### src/rtl/mbi_pkg.sv
package mbi_pkg;
  typedef enum logic [1:0] {
    ACC_FETCH = 2'd0,
    ACC_DRD   = 2'd1,
    ACC_DWR   = 2'd2
  } acc_kind_t;
endpackage

### src/rtl/mbi_rst_sync.sv
module mbi_rst_sync (
  input  logic clk,
  input  logic rst_n,
  output logic rst_sync_n
);
  logic stage1_q;
  logic stage2_q;

  always_ff @(posedge clk or negedge rst_n) begin
    if (!rst_n) begin
      stage1_q <= 1'b0;
      stage2_q <= 1'b0;
    end else begin
      stage1_q <= 1'b1;
      stage2_q <= stage1_q;
    end
  end

  assign rst_sync_n = stage2_q;
endmodule

### src/rtl/mbi_route.sv
module mbi_route
  import mbi_pkg::*;
#(
  parameter int ADDR_W         = 16,
  parameter int INT_CODE_BYTES = 8192
) (
  input  logic              req_code,
  input  logic              req_we,
  input  logic [ADDR_W-1:0] req_addr,
  input  logic              ext_access_n,
  output acc_kind_t         kind,
  output logic              internal
);
  localparam int CW = 33;
  localparam logic [CW-1:0] LIMIT = CW'(INT_CODE_BYTES);

  logic [CW-1:0] addr_wide;

  always_comb begin
    addr_wide = CW'(req_addr);
    if (req_code) begin
      kind = ACC_FETCH;
    end else if (req_we) begin
      kind = ACC_DWR;
    end else begin
      kind = ACC_DRD;
    end
    internal = req_code && ext_access_n && (addr_wide < LIMIT);
  end
endmodule

### src/rtl/mbi_seq.sv
module mbi_seq
  import mbi_pkg::*;
#(
  parameter int ADDR_W = 16,
  parameter int DATA_W = 8,
  parameter int CYC    = 12,
  localparam int PW    = $clog2(CYC)
) (
  input  logic              clk,
  input  logic              rst_n,
  input  logic              start,
  input  acc_kind_t         kind_in,
  input  logic [ADDR_W-1:0] addr_in,
  input  logic [DATA_W-1:0] wdata_in,
  output logic              active,
  output logic [PW-1:0]     phase,
  output acc_kind_t         kind,
  output logic [ADDR_W-1:0] addr,
  output logic [DATA_W-1:0] wdata,
  output logic              last
);
  localparam logic [PW-1:0] LAST_PH = PW'(CYC - 1);

  logic              active_d;
  logic [PW-1:0]     phase_d;
  logic              load_en;
  logic              adv_en;

  always_comb begin
    last     = active && (phase == LAST_PH);
    load_en  = start;
    adv_en   = active && !start;
    active_d = active;
    phase_d  = phase;
    if (load_en) begin
      active_d = 1'b1;
      phase_d  = '0;
    end else if (adv_en) begin
      if (last) begin
        active_d = 1'b0;
        phase_d  = '0;
      end else begin
        phase_d  = phase + 1'b1;
      end
    end
  end

  always_ff @(posedge clk or negedge rst_n) begin
    if (!rst_n) begin
      active <= 1'b0;
      phase  <= '0;
    end else begin
      active <= active_d;
      phase  <= phase_d;
    end
  end

  always_ff @(posedge clk or negedge rst_n) begin
    if (!rst_n) begin
      kind  <= ACC_FETCH;
      addr  <= '0;
      wdata <= '0;
    end else if (load_en) begin
      kind  <= kind_in;
      addr  <= addr_in;
      wdata <= wdata_in;
    end
  end

  assert_start_phase0_R9: assert property (@(posedge clk) disable iff (!rst_n)
    start |=> (active && phase == '0));

  assert_end_idle_R9: assert property (@(posedge clk) disable iff (!rst_n)
    (last && !start) |=> !active);
endmodule

### src/rtl/mbi_pins.sv
module mbi_pins
  import mbi_pkg::*;
#(
  parameter int ADDR_W    = 16,
  parameter int DATA_W    = 8,
  parameter int CYC       = 12,
  parameter int ALE_W     = 3,
  parameter int ADDR_HOLD = 4,
  parameter int STB_ON    = 5,
  parameter int STB_OFF   = 11,
  localparam int PW       = $clog2(CYC)
) (
  input  logic                     clk,
  input  logic                     rst_n,
  input  logic                     active,
  input  logic [PW-1:0]            phase,
  input  acc_kind_t                kind,
  input  logic [ADDR_W-1:0]        addr,
  input  logic [DATA_W-1:0]        wdata,
  output logic                     ale,
  output logic                     psen_n,
  output logic                     rd_n,
  output logic                     wr_n,
  output logic [ADDR_W-DATA_W-1:0] hi_addr,
  output logic [DATA_W-1:0]        ad_out,
  output logic                     ad_oe
);
  localparam logic [PW-1:0] PH_ALE  = PW'(ALE_W);
  localparam logic [PW-1:0] PH_HOLD = PW'(ADDR_HOLD);
  localparam logic [PW-1:0] PH_ON   = PW'(STB_ON);
  localparam logic [PW-1:0] PH_OFF  = PW'(STB_OFF);

  logic addr_ph;
  logic strobe;

  always_comb begin
    addr_ph = active && (phase < PH_HOLD);
    ale     = active && (phase < PH_ALE);
    strobe  = active && (phase >= PH_ON) && (phase < PH_OFF);
    psen_n  = !(strobe && kind == ACC_FETCH);
    rd_n    = !(strobe && kind == ACC_DRD);
    wr_n    = !(strobe && kind == ACC_DWR);
    ad_oe   = addr_ph || (active && kind == ACC_DWR);
    if (addr_ph) begin
      ad_out = addr[DATA_W-1:0];
    end else if (ad_oe) begin
      ad_out = wdata;
    end else begin
      ad_out = '0;
    end
    hi_addr = addr[ADDR_W-1:DATA_W];
  end

  assert_one_strobe_R8: assert property (@(posedge clk) disable iff (!rst_n)
    $countones({~psen_n, ~rd_n, ~wr_n}) <= 1);

  assert_no_strobe_in_ale_R8: assert property (@(posedge clk) disable iff (!rst_n)
    ale |-> (psen_n && rd_n && wr_n));

  assert_ale_while_driven_R3: assert property (@(posedge clk) disable iff (!rst_n)
    ale |-> ad_oe);

  assert_write_driven_R6: assert property (@(posedge clk) disable iff (!rst_n)
    !wr_n |-> ad_oe);

  assert_strobe_after_ale_R4: assert property (@(posedge clk) disable iff (!rst_n)
    ($fell(psen_n) || $fell(rd_n) || $fell(wr_n)) |-> $past(!ale));
endmodule

### src/rtl/mbi_top.sv
module mbi_top
  import mbi_pkg::*;
#(
  parameter int ADDR_W         = 16,
  parameter int DATA_W         = 8,
  parameter int CYC            = 12,
  parameter int ALE_W          = 3,
  parameter int ADDR_HOLD      = 4,
  parameter int STB_ON         = 5,
  parameter int STB_OFF        = 11,
  parameter int INT_CODE_BYTES = 8192
) (
  input  logic                     clk,
  input  logic                     rst_n,
  input  logic                     req_valid,
  input  logic                     req_code,
  input  logic                     req_we,
  input  logic [ADDR_W-1:0]        req_addr,
  input  logic [DATA_W-1:0]        req_wdata,
  output logic                     req_ready,
  output logic                     rsp_valid,
  output logic [DATA_W-1:0]        rsp_data,
  output logic                     int_sel,
  input  logic                     ext_access_n,
  output logic                     ale,
  output logic                     psen_n,
  output logic                     rd_n,
  output logic                     wr_n,
  output logic [ADDR_W-DATA_W-1:0] hi_addr,
  output logic [DATA_W-1:0]        ad_out,
  output logic                     ad_oe,
  input  logic [DATA_W-1:0]        ad_in
);
  localparam int PW = $clog2(CYC);
  localparam logic [PW-1:0] PH_CAP = PW'(STB_OFF - 1);

  logic              rst_sync_n;
  acc_kind_t         req_kind;
  logic              req_internal;
  logic              accept;
  logic              start_ext;
  logic              active;
  logic [PW-1:0]     phase;
  acc_kind_t         kind;
  logic [ADDR_W-1:0] addr;
  logic [DATA_W-1:0] wdata;
  logic              last;
  logic              cap_en;
  logic              rsp_valid_d;
  logic              int_sel_d;

  mbi_rst_sync u_rst (
    .clk        (clk),
    .rst_n      (rst_n),
    .rst_sync_n (rst_sync_n)
  );

  mbi_route #(
    .ADDR_W         (ADDR_W),
    .INT_CODE_BYTES (INT_CODE_BYTES)
  ) u_route (
    .req_code     (req_code),
    .req_we       (req_we),
    .req_addr     (req_addr),
    .ext_access_n (ext_access_n),
    .kind         (req_kind),
    .internal     (req_internal)
  );

  always_comb begin
    req_ready   = rst_sync_n && (!active || last);
    accept      = req_valid && req_ready;
    start_ext   = accept && !req_internal;
    int_sel_d   = accept && req_internal;
    cap_en      = active && (phase == PH_CAP) && (kind != ACC_DWR);
    rsp_valid_d = cap_en;
  end

  mbi_seq #(
    .ADDR_W (ADDR_W),
    .DATA_W (DATA_W),
    .CYC    (CYC)
  ) u_seq (
    .clk      (clk),
    .rst_n    (rst_sync_n),
    .start    (start_ext),
    .kind_in  (req_kind),
    .addr_in  (req_addr),
    .wdata_in (req_wdata),
    .active   (active),
    .phase    (phase),
    .kind     (kind),
    .addr     (addr),
    .wdata    (wdata),
    .last     (last)
  );

  mbi_pins #(
    .ADDR_W    (ADDR_W),
    .DATA_W    (DATA_W),
    .CYC       (CYC),
    .ALE_W     (ALE_W),
    .ADDR_HOLD (ADDR_HOLD),
    .STB_ON    (STB_ON),
    .STB_OFF   (STB_OFF)
  ) u_pins (
    .clk     (clk),
    .rst_n   (rst_sync_n),
    .active  (active),
    .phase   (phase),
    .kind    (kind),
    .addr    (addr),
    .wdata   (wdata),
    .ale     (ale),
    .psen_n  (psen_n),
    .rd_n    (rd_n),
    .wr_n    (wr_n),
    .hi_addr (hi_addr),
    .ad_out  (ad_out),
    .ad_oe   (ad_oe)
  );

  always_ff @(posedge clk or negedge rst_sync_n) begin
    if (!rst_sync_n) begin
      rsp_valid <= 1'b0;
      int_sel   <= 1'b0;
    end else begin
      rsp_valid <= rsp_valid_d;
      int_sel   <= int_sel_d;
    end
  end

  always_ff @(posedge clk or negedge rst_sync_n) begin
    if (!rst_sync_n) begin
      rsp_data <= '0;
    end else if (cap_en) begin
      rsp_data <= ad_in;
    end
  end

  assert_rsp_on_strobe_rise_R5: assert property (@(posedge clk) disable iff (!rst_sync_n)
    rsp_valid |-> ($past(!rd_n || !psen_n) && rd_n && psen_n));

  assert_int_needs_select_R7: assert property (@(posedge clk) disable iff (!rst_sync_n)
    int_sel |-> $past(ext_access_n));

  assert_int_no_bus_start_R7: assert property (@(posedge clk) disable iff (!rst_sync_n)
    (int_sel && !$past(active)) |-> !ale);
endmodule

### config.mk
export PLATFORM = sky130hd
export DESIGN_NAME = mbi_top
export DESIGN_NICKNAME = d
export VERILOG_FILES = /design/src/rtl/mbi_pkg.sv /design/src/rtl/mbi_rst_sync.sv /design/src/rtl/mbi_route.sv /design/src/rtl/mbi_seq.sv /design/src/rtl/mbi_pins.sv /design/src/rtl/mbi_top.sv
export SDC_FILE = /design/constraint.sdc
export NUM_CORES = 1
export LEC_CHECK = 0
export BUFFER_PORTS_ARGS = -buffer_cell sky130_fd_sc_hd__buf_2
export CAP_MARGIN = 20
export CELL_PAD_IN_SITES_DETAIL_PLACEMENT = 0
export CELL_PAD_IN_SITES_GLOBAL_PLACEMENT = 2
export CORE_MARGIN = 2
export CORE_UTILIZATION = 28
export DETAILED_ROUTE_END_ITERATION = 7
export GPL_TIMING_DRIVEN = 0
export PLACE_DENSITY_LB_ADDON = 0.1
export RECOVER_POWER = 100
export SKIP_LAST_GASP = 1
export SYNTH_ARGS = -nofsm -noshare
export SYNTH_HDL_FRONTEND = slang
export SYNTH_SLANG_ARGS = --single-unit
### constraint.sdc
create_clock -name clk -period 2 [get_ports clk]
set_input_delay 0.4 -clock clk [delete_from_list [all_inputs] [get_ports clk]]
set_output_delay 0.4 -clock clk [all_outputs]
set_load 0.1 [all_outputs]
# Word level (Yosys, flattened, before mapping)
# Index checks and enable logic that the tools add are counted.
dict set report totals {
  elab_cells 61
  output_inout_bits 32
  input_bits 38
  ff_bits 43
}
dict set report classes {
  order_cmp 5
  reduce_logical 30
  n_eq_ne 5
  addsub 1
  muxes 10
}
# cell count
set op_table {}
lappend op_table {{logical AND 1 bit} 18}
lappend op_table {{less-than comparator 16 x 14 -> 1 bit, second input constant} 1}
lappend op_table {{two-way mux 8 bit} 2}
lappend op_table {{two-way mux 4 bit} 3}
lappend op_table {{== test 4 bit, second input constant} 2}
lappend op_table {{zero test 1 bit} 6}
lappend op_table {{adder 4 x 1 -> 4 bit, second input constant} 1}
lappend op_table {{greater-or-equal comparator 4 x 3 -> 1 bit, second input constant} 1}
lappend op_table {{less-than comparator 4 x 2 -> 1 bit, second input constant} 1}
lappend op_table {{less-than comparator 4 x 3 -> 1 bit, second input constant} 1}
lappend op_table {{less-than comparator 4 bit, second input constant} 1}
lappend op_table {{two-way mux 2 bit} 2}
lappend op_table {{nonzero test 2 bit} 2}
lappend op_table {{two-way mux 1 bit} 3}
lappend op_table {{== test 2 x 1 -> 1 bit, second input constant} 1}
lappend op_table {{== test 2 bit, second input constant} 1}
lappend op_table {{zero test 2 bit} 1}
lappend op_table {{logical OR 1 bit} 2}
lappend op_table {{!= test 2 bit, second input constant} 1}
lappend op_table {{AND reduction 2 bit} 1}

# Depth between registers and ports, before layout
# Gate-level depths: netlist of the first run.
dict set report logic_depth {
  word_depth 10
  ltp_mapped 6
  ltp_nobuf 6
}

# Modules after synthesis
# From an unflattened synthesis of the first run, not the netlist that was laid out.
dict set report unflattened {
  cells_unflattened 145
  area_unflattened_um2 1950.6
}
# mod area_per_inst_um2 cells_each seq_area_each_um2 n_inst
set by_module_without_submodules {}
lappend by_module_without_submodules {mbi_seq 1236.2 80 775.7 1}
lappend by_module_without_submodules {mbi_top 406.6 26 250.2 1}
lappend by_module_without_submodules {mbi_pins 227.7 32 0.0 1}
lappend by_module_without_submodules {mbi_rst_sync 53.8 3 50.0 1}
lappend by_module_without_submodules {mbi_route 26.3 4 0.0 1}

# Worst setup path before layout of the first run
# No wires, ideal clock.
dict set report synth_timing {
  path_type {register -> output}
  from {register u_seq.phase[3]}
  to {output port ad_out[0]}
  path_stages_with_launch 6
  path_slack_ns -0.919
  t_required_ns 1.600
  path_buffers 1
  arrival_time_ns 2.519
  cell_sequence {dfrtp_1 -> nor2_1 -> and2_1 -> clkbuf_1 -> nand2_1 -> a21oi_1}
}
dict set report synth_via {
  elab_chain_len 5
}
# item line_no
set synth_rtl {}
lappend synth_rtl {{from (decl)} mbi_seq.sv:16} ;# output logic [PW-1:0] phase,
lappend synth_rtl {{from (signal assigned)} mbi_seq.sv:54} ;# phase <= phase_d;
lappend synth_rtl {{less-than comparator 4 x 3 -> 1 bit *} mbi_pins.sv:37} ;# addr_ph = active && (phase < PH_HOLD);
lappend synth_rtl {{logical AND 1 bit *} mbi_pins.sv:37}
lappend synth_rtl {{logical OR 1 bit} mbi_pins.sv:43} ;# ad_oe = addr_ph || (active && kind == ACC_DWR);
lappend synth_rtl {{two-way mux 8 bit} mbi_pins.sv:46} ;# end else if (ad_oe) begin
lappend synth_rtl {{two-way mux 8 bit *} mbi_pins.sv:44} ;# if (addr_ph) begin
lappend synth_rtl {{to (decl)} mbi_top.sv:30} ;# output logic [DATA_W-1:0] ad_out,
# Every way passes the cells marked *; elsewhere a longest branch is shown, timed or not.

# Final worst setup path of the first run
dict set report layout_timing {
  from {register u_seq.phase[0]}
  to {output port rd_n}
}
dict set report layout_via {
  elab_chain_len 5
  elab_cells_between_ends 6
  classes_between {order compare: 2; reduce/logical: 4}
}
# item line_no
set layout_rtl {}
lappend layout_rtl {{greater-or-equal comparator 4 x 3 -> 1 bit} mbi_pins.sv:39} ;# strobe = active && (phase >= PH_ON) && (phase < PH_OFF);
lappend layout_rtl {{logical AND 1 bit} mbi_pins.sv:39}
lappend layout_rtl {{logical AND 1 bit *} mbi_pins.sv:39}
lappend layout_rtl {{logical AND 1 bit *} mbi_pins.sv:41} ;# rd_n = !(strobe && kind == ACC_DRD);
lappend layout_rtl {{zero test 1 bit *} mbi_pins.sv:41}
lappend layout_rtl {{to (decl)} mbi_top.sv:27} ;# output logic rd_n,
# Marks and branches as above.

==> impl_results.md, run 1 <==
- Status: complete, but fails checks
- Failing checks: negative setup slack
- Crit end category: primary output
- RR Startpoint: u_seq.phase[2]$_DFFE_PN0P_
- Delay-heaviest family, CP: simple AND/OR/NAND/NOR gates
- Post-synth EDFFs: 0
- Initial Util: 28.5%
- Top cells by count, synth: 43 x dfrtp_1, 23 x nand2_1, 16 x mux2_4
- Hold/Removal Path Class: reg2async
- Via density: 4.28
- DIE WIDTH: about 89 um
- Worst Path Buf+Inv: 2
- Total CTS buffers: 5
- Die area: ~8000 um^2
- R2R depth: 6
- Worst path arrival time: 1.88 ns
- Synth Cell Area: 2030 um^2
- Skew-Pair Late Insertion Delay: 0.30 ns
- Max_cap viols: 0
- Critical path class: reg2out
- Period Utilization, post-route: 114%
- Clock Skew: 0.00468 ns
- Total track usage: a little over an eighth
- Final Critical Period: roughly 2.3 ns
- Sink Count: 43
- Post-DP HPWL: 3.29 mm
- DRT iter0 DRCs: 64
- Final net count: 298
- Routed Antenna Nets: 0
- DR DRC count: 0
- Avg Inst Size Synth: 12.4 um^2
- Ys Warns: 0
- Post-synth net total: 206
- Final worst slack: -0.277 ns
- Crit path largest cell delay: ~0.4 ns
- Rel. slew slack: 23.2%
- Register area share after synthesis: 52.9%
- CTS tree: done
- Type of origin of the critical path: register
- RSZ-0062 raised after global routing: true
- Cell taking the most area after synthesis: dfrtp_1
- Antenna violations before repair: 0
- Crit path from: u_seq.phase[0]$_DFFE_PN0P_
- # port buffers: 69
- Post-Layout Cell Count: ~360
- Clk pin slew, worst setup/hold paths: 0.09 ns
- DP Cell Count: 332
- Worst Setup EP: rd_n
- Grt ovf: 0
- #FFs+latches synth: 43
- Pre-Repair DR Iteration Count: 4
- R2R setup slack: ~0.11 ns
- Gpl congestion: 0.644
- Synthesis-to-layout area growth: 53.8%
- # H-tree levels: 2
- Critical path peak fanout: 3
- Synth unique cells: 35
- First-pass GRT wire length: around 7.9 mm
- Ant diodes: 0
- Critical Path, Cell by Cell: inv_2, ha_4, nor2b_4, nor3b_4, o21ai_2, or3b_4, buf_12
- Io pins: 70
- Vias in the first global route: 1637
- Clock Tree Root: clkbuf_8
- Routed len/inst: 13.6 um
- Hold Fails Final Rpt: 0
- Final Max Tran Viols: 0
- Top-area cell type share of the netlist area: 52.9%
- Critical Path Stages: 7
- Max frequency: approximately 440 MHz
- Total wire length: ~4.9 mm
- Largest net degree at the start of global routing: 24
- Top cells by area, synth: dfrtp_1 53%, mux2_4 12%, mux2_2 7.2%, nand2_1 4.2%, buf_4 3.0%
- DIE HEIGHT: 89.2 um
- DR vias: 1523
- Final setup fails: 11
- Syn Inst Count: 164
- Count leader, synth: dfrtp_1
- Fraction of layout cells with a size suffix above 1: between 60% and 70%
- Critical path required time: 1.60 ns
- CTS max path bufs: 2
- Row count: 31
- Worst-path cell with the longest stage delay: dfrtp_2
- FF-to-FF End: u_seq.wdata[4]$_DFFE_PN0N_
- Primary FF master, synth: dfrtp_1
- Slew of the pin with the lowest slew margin: 1.15 ns
- Core ar.: 7140 um^2
- Asr flop ratio synth: 100%
registers in the layout, indices dropped and copies added (netlist names):
signal	cells
u_rst.rst_sync_n	1
u_seq.kind	2
u_rst.stage1_q	1
u_seq.wdata	8
int_sel	1
u_seq.phase	4
u_seq.active	1
rsp_valid	1
rsp_data	8
u_seq.addr	16
layout by cell type (no fill, tap or decap), drive strengths merged, types with 2 or more instances in the layout:
cell type	count
clkbuf	9
o21ai	4
nand2	24
nor2b	2
buf	93
inv	4
nor2	6
ha	4
and2	4
nand3	2
a21oi	11
dfrtp	43
a22o	4
mux2	29
worst min path at each step:
stage | from | to | slack (ns) | cells after the start
2_1_floorplan | rst_n | u_rst.stage1_q$_DFF_PN0_ | 0.10 | 0
3_3_place_gp | rst_n | u_rst.stage1_q$_DFF_PN0_ | 0.19 | 1
3_5_place_dp | rst_n | u_rst.stage1_q$_DFF_PN0_ | 0.19 | 1
4_1_cts | u_rst.rst_sync_n$_DFF_PN0_ | u_seq.wdata[0]$_DFFE_PN0N_ | 0.27 | 0
5_1_grt | u_rst.rst_sync_n$_DFF_PN0_ | u_seq.wdata[0]$_DFFE_PN0N_ | 0.27 | 0
6_report | u_rst.rst_sync_n$_DFF_PN0_ | u_seq.phase[3]$_DFFE_PN0P_ | 0.23 | 0
worst reg2reg max path: cells and delay by family, from the launching register on:
family / cells / cell delay, ns
buf+inv: 2 / 0.32
simple gates: 2 / 0.43
compound gates: 1 / 0.24
flops: 1 / 0.46
mux: 1 / 0.32
per-layer routing:
layer	track usage (%)	up-vias	part of all wire, %	routed length, um
met5	0	-	0	0
met4	5.29	0	1.1	53
met3	4.52	4	5.6	273
met2	21.5	34	49	2360
met1	16.3	746	45	2170
li1	-	739	-	-
area by class of cell:
class                   instances  area (um^2)
fillers                       728         4010
flip-flops and latches         43         1080
multi-input cells             105         1070
repair buffers                 86          662
well taps                      99          124
plain buffers                  11         90.1
clock buffers                   6         72.6
inverters                       4         15.0
clock inverters                 2         12.5
timing repair:
item,in CTS,in global routing
endpoints found under the setup margin,32,30
endpoints found under the hold margin,2,0
resized for setup,64,20
buffers inserted,8,8
pin swaps,3,2
hold buffers,1,0
cells by family (layout without fill, tap and decap cells):
group                      count (synthesis)  in the layout  synth area share, %
other                                      1              1                0.184
buffers and inverters                     16            109                 5.17
and+or+nand+nor                           46             46                 11.7
DFF                                       43             43                 52.9
adders and majority gates                  4              4                 2.46
AOI/OAI and AO/OA                         24             24                 8.06
muxes                                     30             30                 19.5
stage by stage:
step / TNS [ns] / cell area, um^2 / hold WS [ns] / util (%) / worst slack (ns)
floorplan: -2.27 / 2140 / 0.104 / - / -0.677
global placement: -6.97 / 2610 / 0.186 / 36.5 / -0.353
detailed placement: -6.18 / 2610 / 0.193 / 36.5 / -0.332
CTS: -1.10 / 3010 / 0.266 / 42.2 / -0.306
global route: -1.80 / 3130 / 0.268 / 43.8 / -0.389
finish: -0.759 / 3130 / 0.235 / 43.8 / -0.277
Power of run 1 is not shown: default switching activity piles up to over one toggle a cycle in this logic, so the estimate is an artifact.
==> run 2, diff against run 1 <==
- ABC_AREA: not set -> 1
- CORE_UTILIZATION: 28 -> 26
- CTS_CLUSTER_SIZE: not set -> 10
==> impl_results.md, run 2 <==
- Crit path from: u_seq.phase[0]$_DFFE_PN0P_ (unchanged)
- # port buffers: 68 (was 69)
- DR vias: 2000 (was 1523)
- Final net count: 397 (was 298)
- Gpl congestion: 0.673 (was 0.644)
- Core ar.: 8180 um^2 (was 7140 um^2)
- Post-DP Area: 2760 um^2 (was 2610 um^2)
- Antenna violations before repair: 0 (unchanged)
- Routed len/inst: 13.8 um (was 13.6 um)
- Max_cap viols: 0 (unchanged)
- Design area: 3310 um^2 (was 3130 um^2)
- Hold/Removal Path Class: reg2async (unchanged)
- CTS tree: done (unchanged)
- Ant diodes: 0 (unchanged)
- Largest register FFs: 16 (unchanged)
- Rel. slew slack: 20.3% (was 23.2%)
- Top flop regs: u_seq.addr x16, rsp_data x8, u_seq.wdata x8 (unchanged)
- Post-DP HPWL: 4.18 mm (was 3.29 mm)
- Critical path required time: 1.60 ns (about the same)
- Largest family of logic cells by synthesized area: simple AND/OR/NAND/NOR gates (was multiplexers)
- Post-synthesis mux area share: 0% (was 19.5%)
- Pre-Repair DR Iteration Count: 4 (unchanged)
- Worst path arrival time: 1.65 ns (was 1.88 ns)
- Count leader, synth: nand2_1 (was dfrtp_1)
- Final Critical Period: 2.05 ns (was 2.28 ns)
- Clock Tree Root: clkbuf_8 (unchanged)
- Skew-Pair Late Insertion Delay: 0.30 ns (about the same)
- Clock Skew: 0.00534 ns (was 0.00468 ns)
- Syn Inst Count: 257 (was 164)
- Post-synth net total: 299 (was 206)
- DIE WIDTH: 95.6 um (was 89.2 um)
- Die area: 9140 um^2 (was 7960 um^2)
- Post-synth EDFFs: 0 (unchanged)
- Hold Fails Final Rpt: 0 (unchanged)
- Synth Area in XOR/XNOR: 0% (unchanged)
- Commonest non-fill, non-tap cell in the layout: nand2_1 (was buf_2)
- Top cells by count, synth: 86 x nand2_1, 43 x dfrtp_1, 29 x nand4_1 (was 43 x dfrtp_1, 23 x nand2_1, 16 x mux2_4)
- Final Max Tran Viols: 0 (unchanged)
- Primary FF master, synth: dfrtp_1 (unchanged)
- Largest net degree at the start of global routing: 22 (was 24)
- DR DRC count: 0 (unchanged)
- Critical Path, Cell by Cell: ha_4, inv_2, nand2_2, o22ai_4, nand4_1, buf_12 (was inv_2, ha_4, nor2b_4, nor3b_4, o21ai_2, or3b_4, buf_12)
- Routed Antenna Nets: 0 (unchanged)
- Most frequent cells in the layout: 83 x nand2_1, 47 x buf_2, 38 x dfrtp_1, 29 x nand4_1, 28 x buf_4 (was 54 x buf_2, 38 x dfrtp_1, 22 x buf_4, 19 x nand2_1, 16 x mux2_4)
- Top cells by area, synth: dfrtp_1 49%, nand2_1 15%, nand4_1 8.3%, buf_6 3.6%, inv_1 3.6% (was dfrtp_1 53%, mux2_4 12%, mux2_2 7.2%, nand2_1 4.2%, buf_4 3.0%)
- Via density: 4.34 (was 4.28)
- Total wire length: 6.38 mm (was 4.86 mm)
- Slew of the pin with the lowest slew margin: 1.20 ns (was 1.15 ns)
- Worst-path cell with the longest stage delay: dfrtp_2 (unchanged)
- Initial Util: 26.7% (was 28.5%)
- Crit path largest cell delay: 0.48 ns (was 0.41 ns)
- Synthesis-to-layout area growth: 51.9% (was 53.8%)
- Cell taking the most area after synthesis: dfrtp_1 (unchanged)
- Io pins: 70 (unchanged)
- Synth Area in Compound Gates: 3.56% (was 8.06%)
- Grt ovf: 0 (unchanged)
- Fraction of the mapped netlist area in simple logic gates: 33.0% (was 11.7%)
- Fraction of layout cells with a size suffix above 1: 44.9% (was 66.5%)
- DIE HEIGHT: 95.6 um (was 89.2 um)
- Ys Warns: 0 (unchanged)
- CTS max path bufs: 2 (unchanged)
- Failing checks: negative setup slack (unchanged)
- Clk pin slew, worst setup/hold paths: 0.09 ns (about the same)
- Synth unique cells: 22 (was 35)
- Period Utilization, post-route: 102% (was 114%)
- Critical path class: reg2out (unchanged)
- First-pass GRT wire length: 10.2 mm (was 7.92 mm)
- Sink Count: 43 (unchanged)
- Max frequency: 488 MHz (was 439 MHz)
- Vias in the first global route: 1917 (was 1637)
- Asr flop ratio synth: 100% (unchanged)
- DRT iter0 DRCs: 65 (was 64)
- #FFs+latches synth: 43 (unchanged)
- Crit end category: primary output (unchanged)
- Final setup fails: 3 (was 11)
- Post-synthesis adder-cell area fraction: 2.29% (was 2.46%)
- Type of origin of the critical path: register (unchanged)
- Total track usage: 14.9% (was 13.3%)
- Register area share after synthesis: 49.3% (was 52.9%)
- RR Startpoint: u_seq.phase[0]$_DFFE_PN0P_ (was u_seq.phase[2]$_DFFE_PN0P_)
- Critical path peak fanout: 6 (was 3)
- RSZ-0062 raised after global routing: true (unchanged)
- Row count: 33 (was 31)
- Total CTS buffers: 5 (unchanged)
- Synth Cell Area: 2180 um^2 (was 2030 um^2)
- Avg Inst Size Synth: 8.49 um^2 (was 12.4 um^2)
- Top-area cell type share of the netlist area: 49.3% (was 52.9%)
- Largest Register: u_seq.addr (unchanged)
- Final worst slack: -0.0480 ns (was -0.277 ns)
- # H-tree levels: 2 (unchanged)
- Status: complete, but fails checks (unchanged)
run 2: changes by cell type after synthesis, sizes merged, moves of 9 or more:
cell / previous run / this run
nand4: 0 / 30
buf: 10 / 20
nand3: 2 / 11
nand2: 24 / 97
inv: 4 / 22
mux2: 29 / 0
run 2: timing repair:
item | CTS | global route
cloned | 0 | 0
endpoints found under the setup margin | 33 | 14
pin swaps | 5 | 3
setup buffers | 7 | 15
resized for setup | 49 | 26
hold buffers | 1 | 0
endpoints found under the hold margin | 2 | 0
run 2: worst paths after layout:
| path | endpoint | slack (ns) | cells past startpoint |
|---|---|---|---|
| min in group clk | rsp_data[3]$_DFFE_PN0P_ | 0.29 | 3 |
| max in group asynchronous | u_seq.phase[1]$_DFFE_PN0P_ | 0.40 | 1 |
| worst min register to register | u_seq.phase[0]$_DFFE_PN0P_ | 0.17 | 0 |
| worst min-delay path | u_seq.phase[0]$_DFFE_PN0P_ | 0.17 | 0 |
| worst max-delay path | rd_n | -0.05 | 6 |
| worst max register to register | u_seq.addr[15]$_DFFE_PN0N_ | 0.31 | 10 |
run 2: logic make-up after synthesis:
logic type | after synthesis
adder cells (fa/ha/maj) | 4
AO/OA/AOI/OAI | 13
flip-flops | 43
AND/OR/NAND/NOR | 152
buffers and inverters | 44
other | 1
run 2: per-layer routing:
metal	wire length (um)	share of wire [%]	up-vias	track usage, %
met2	3070	48	38	23.8
met3	247	3.9	5	3.72
met1	3020	47	940	20.2
met5	0	0	-	0
met4	51	0.80	0	3.57
li1	-	-	1017	-
run 2: stage by stage:
| step | hold slack [ns] | TNS (ns) | cells | utilization (%) | setup WS [ns] |
|---|---|---|---|---|---|
| after floorplan | 0.104 | -0.973 | 257 | - | -0.249 |
| after global placement | 0.189 | -5.19 | 430 | 33.8 | -0.706 |
| after detailed placement | 0.190 | -4.98 | 430 | 33.8 | -0.687 |
| after CTS | 0.195 | -0.246 | 446 | 38.4 | -0.0914 |
| after global routing | 0.187 | -0.495 | 461 | 40.5 | -0.118 |
| final | 0.167 | -0.119 | 461 | 40.5 | -0.0480 |
run 2: area by class of cell:
cell class              count  area, um^2
fillers                   876        4860
flip-flops and latches     43        1080
multi-input cells         170         996
repair buffers             91         702
plain buffers              20         183
well taps                 105         131
inverters                  24         100
clock buffers               6        82.6
clock inverters             2        35.0
run 2: critical path: cells and delay by family, from the launching register on:
| kind | cells | cell delay (ns) |
|---|---|---|
| fa+ha+maj | 1 | 0.19 |
| flops | 1 | 0.48 |
| buf+inv | 2 | 0.26 |
| compound gates | 1 | 0.18 |
| simple gates | 2 | 0.23 |
Power of run 2 is left out for the same reason.
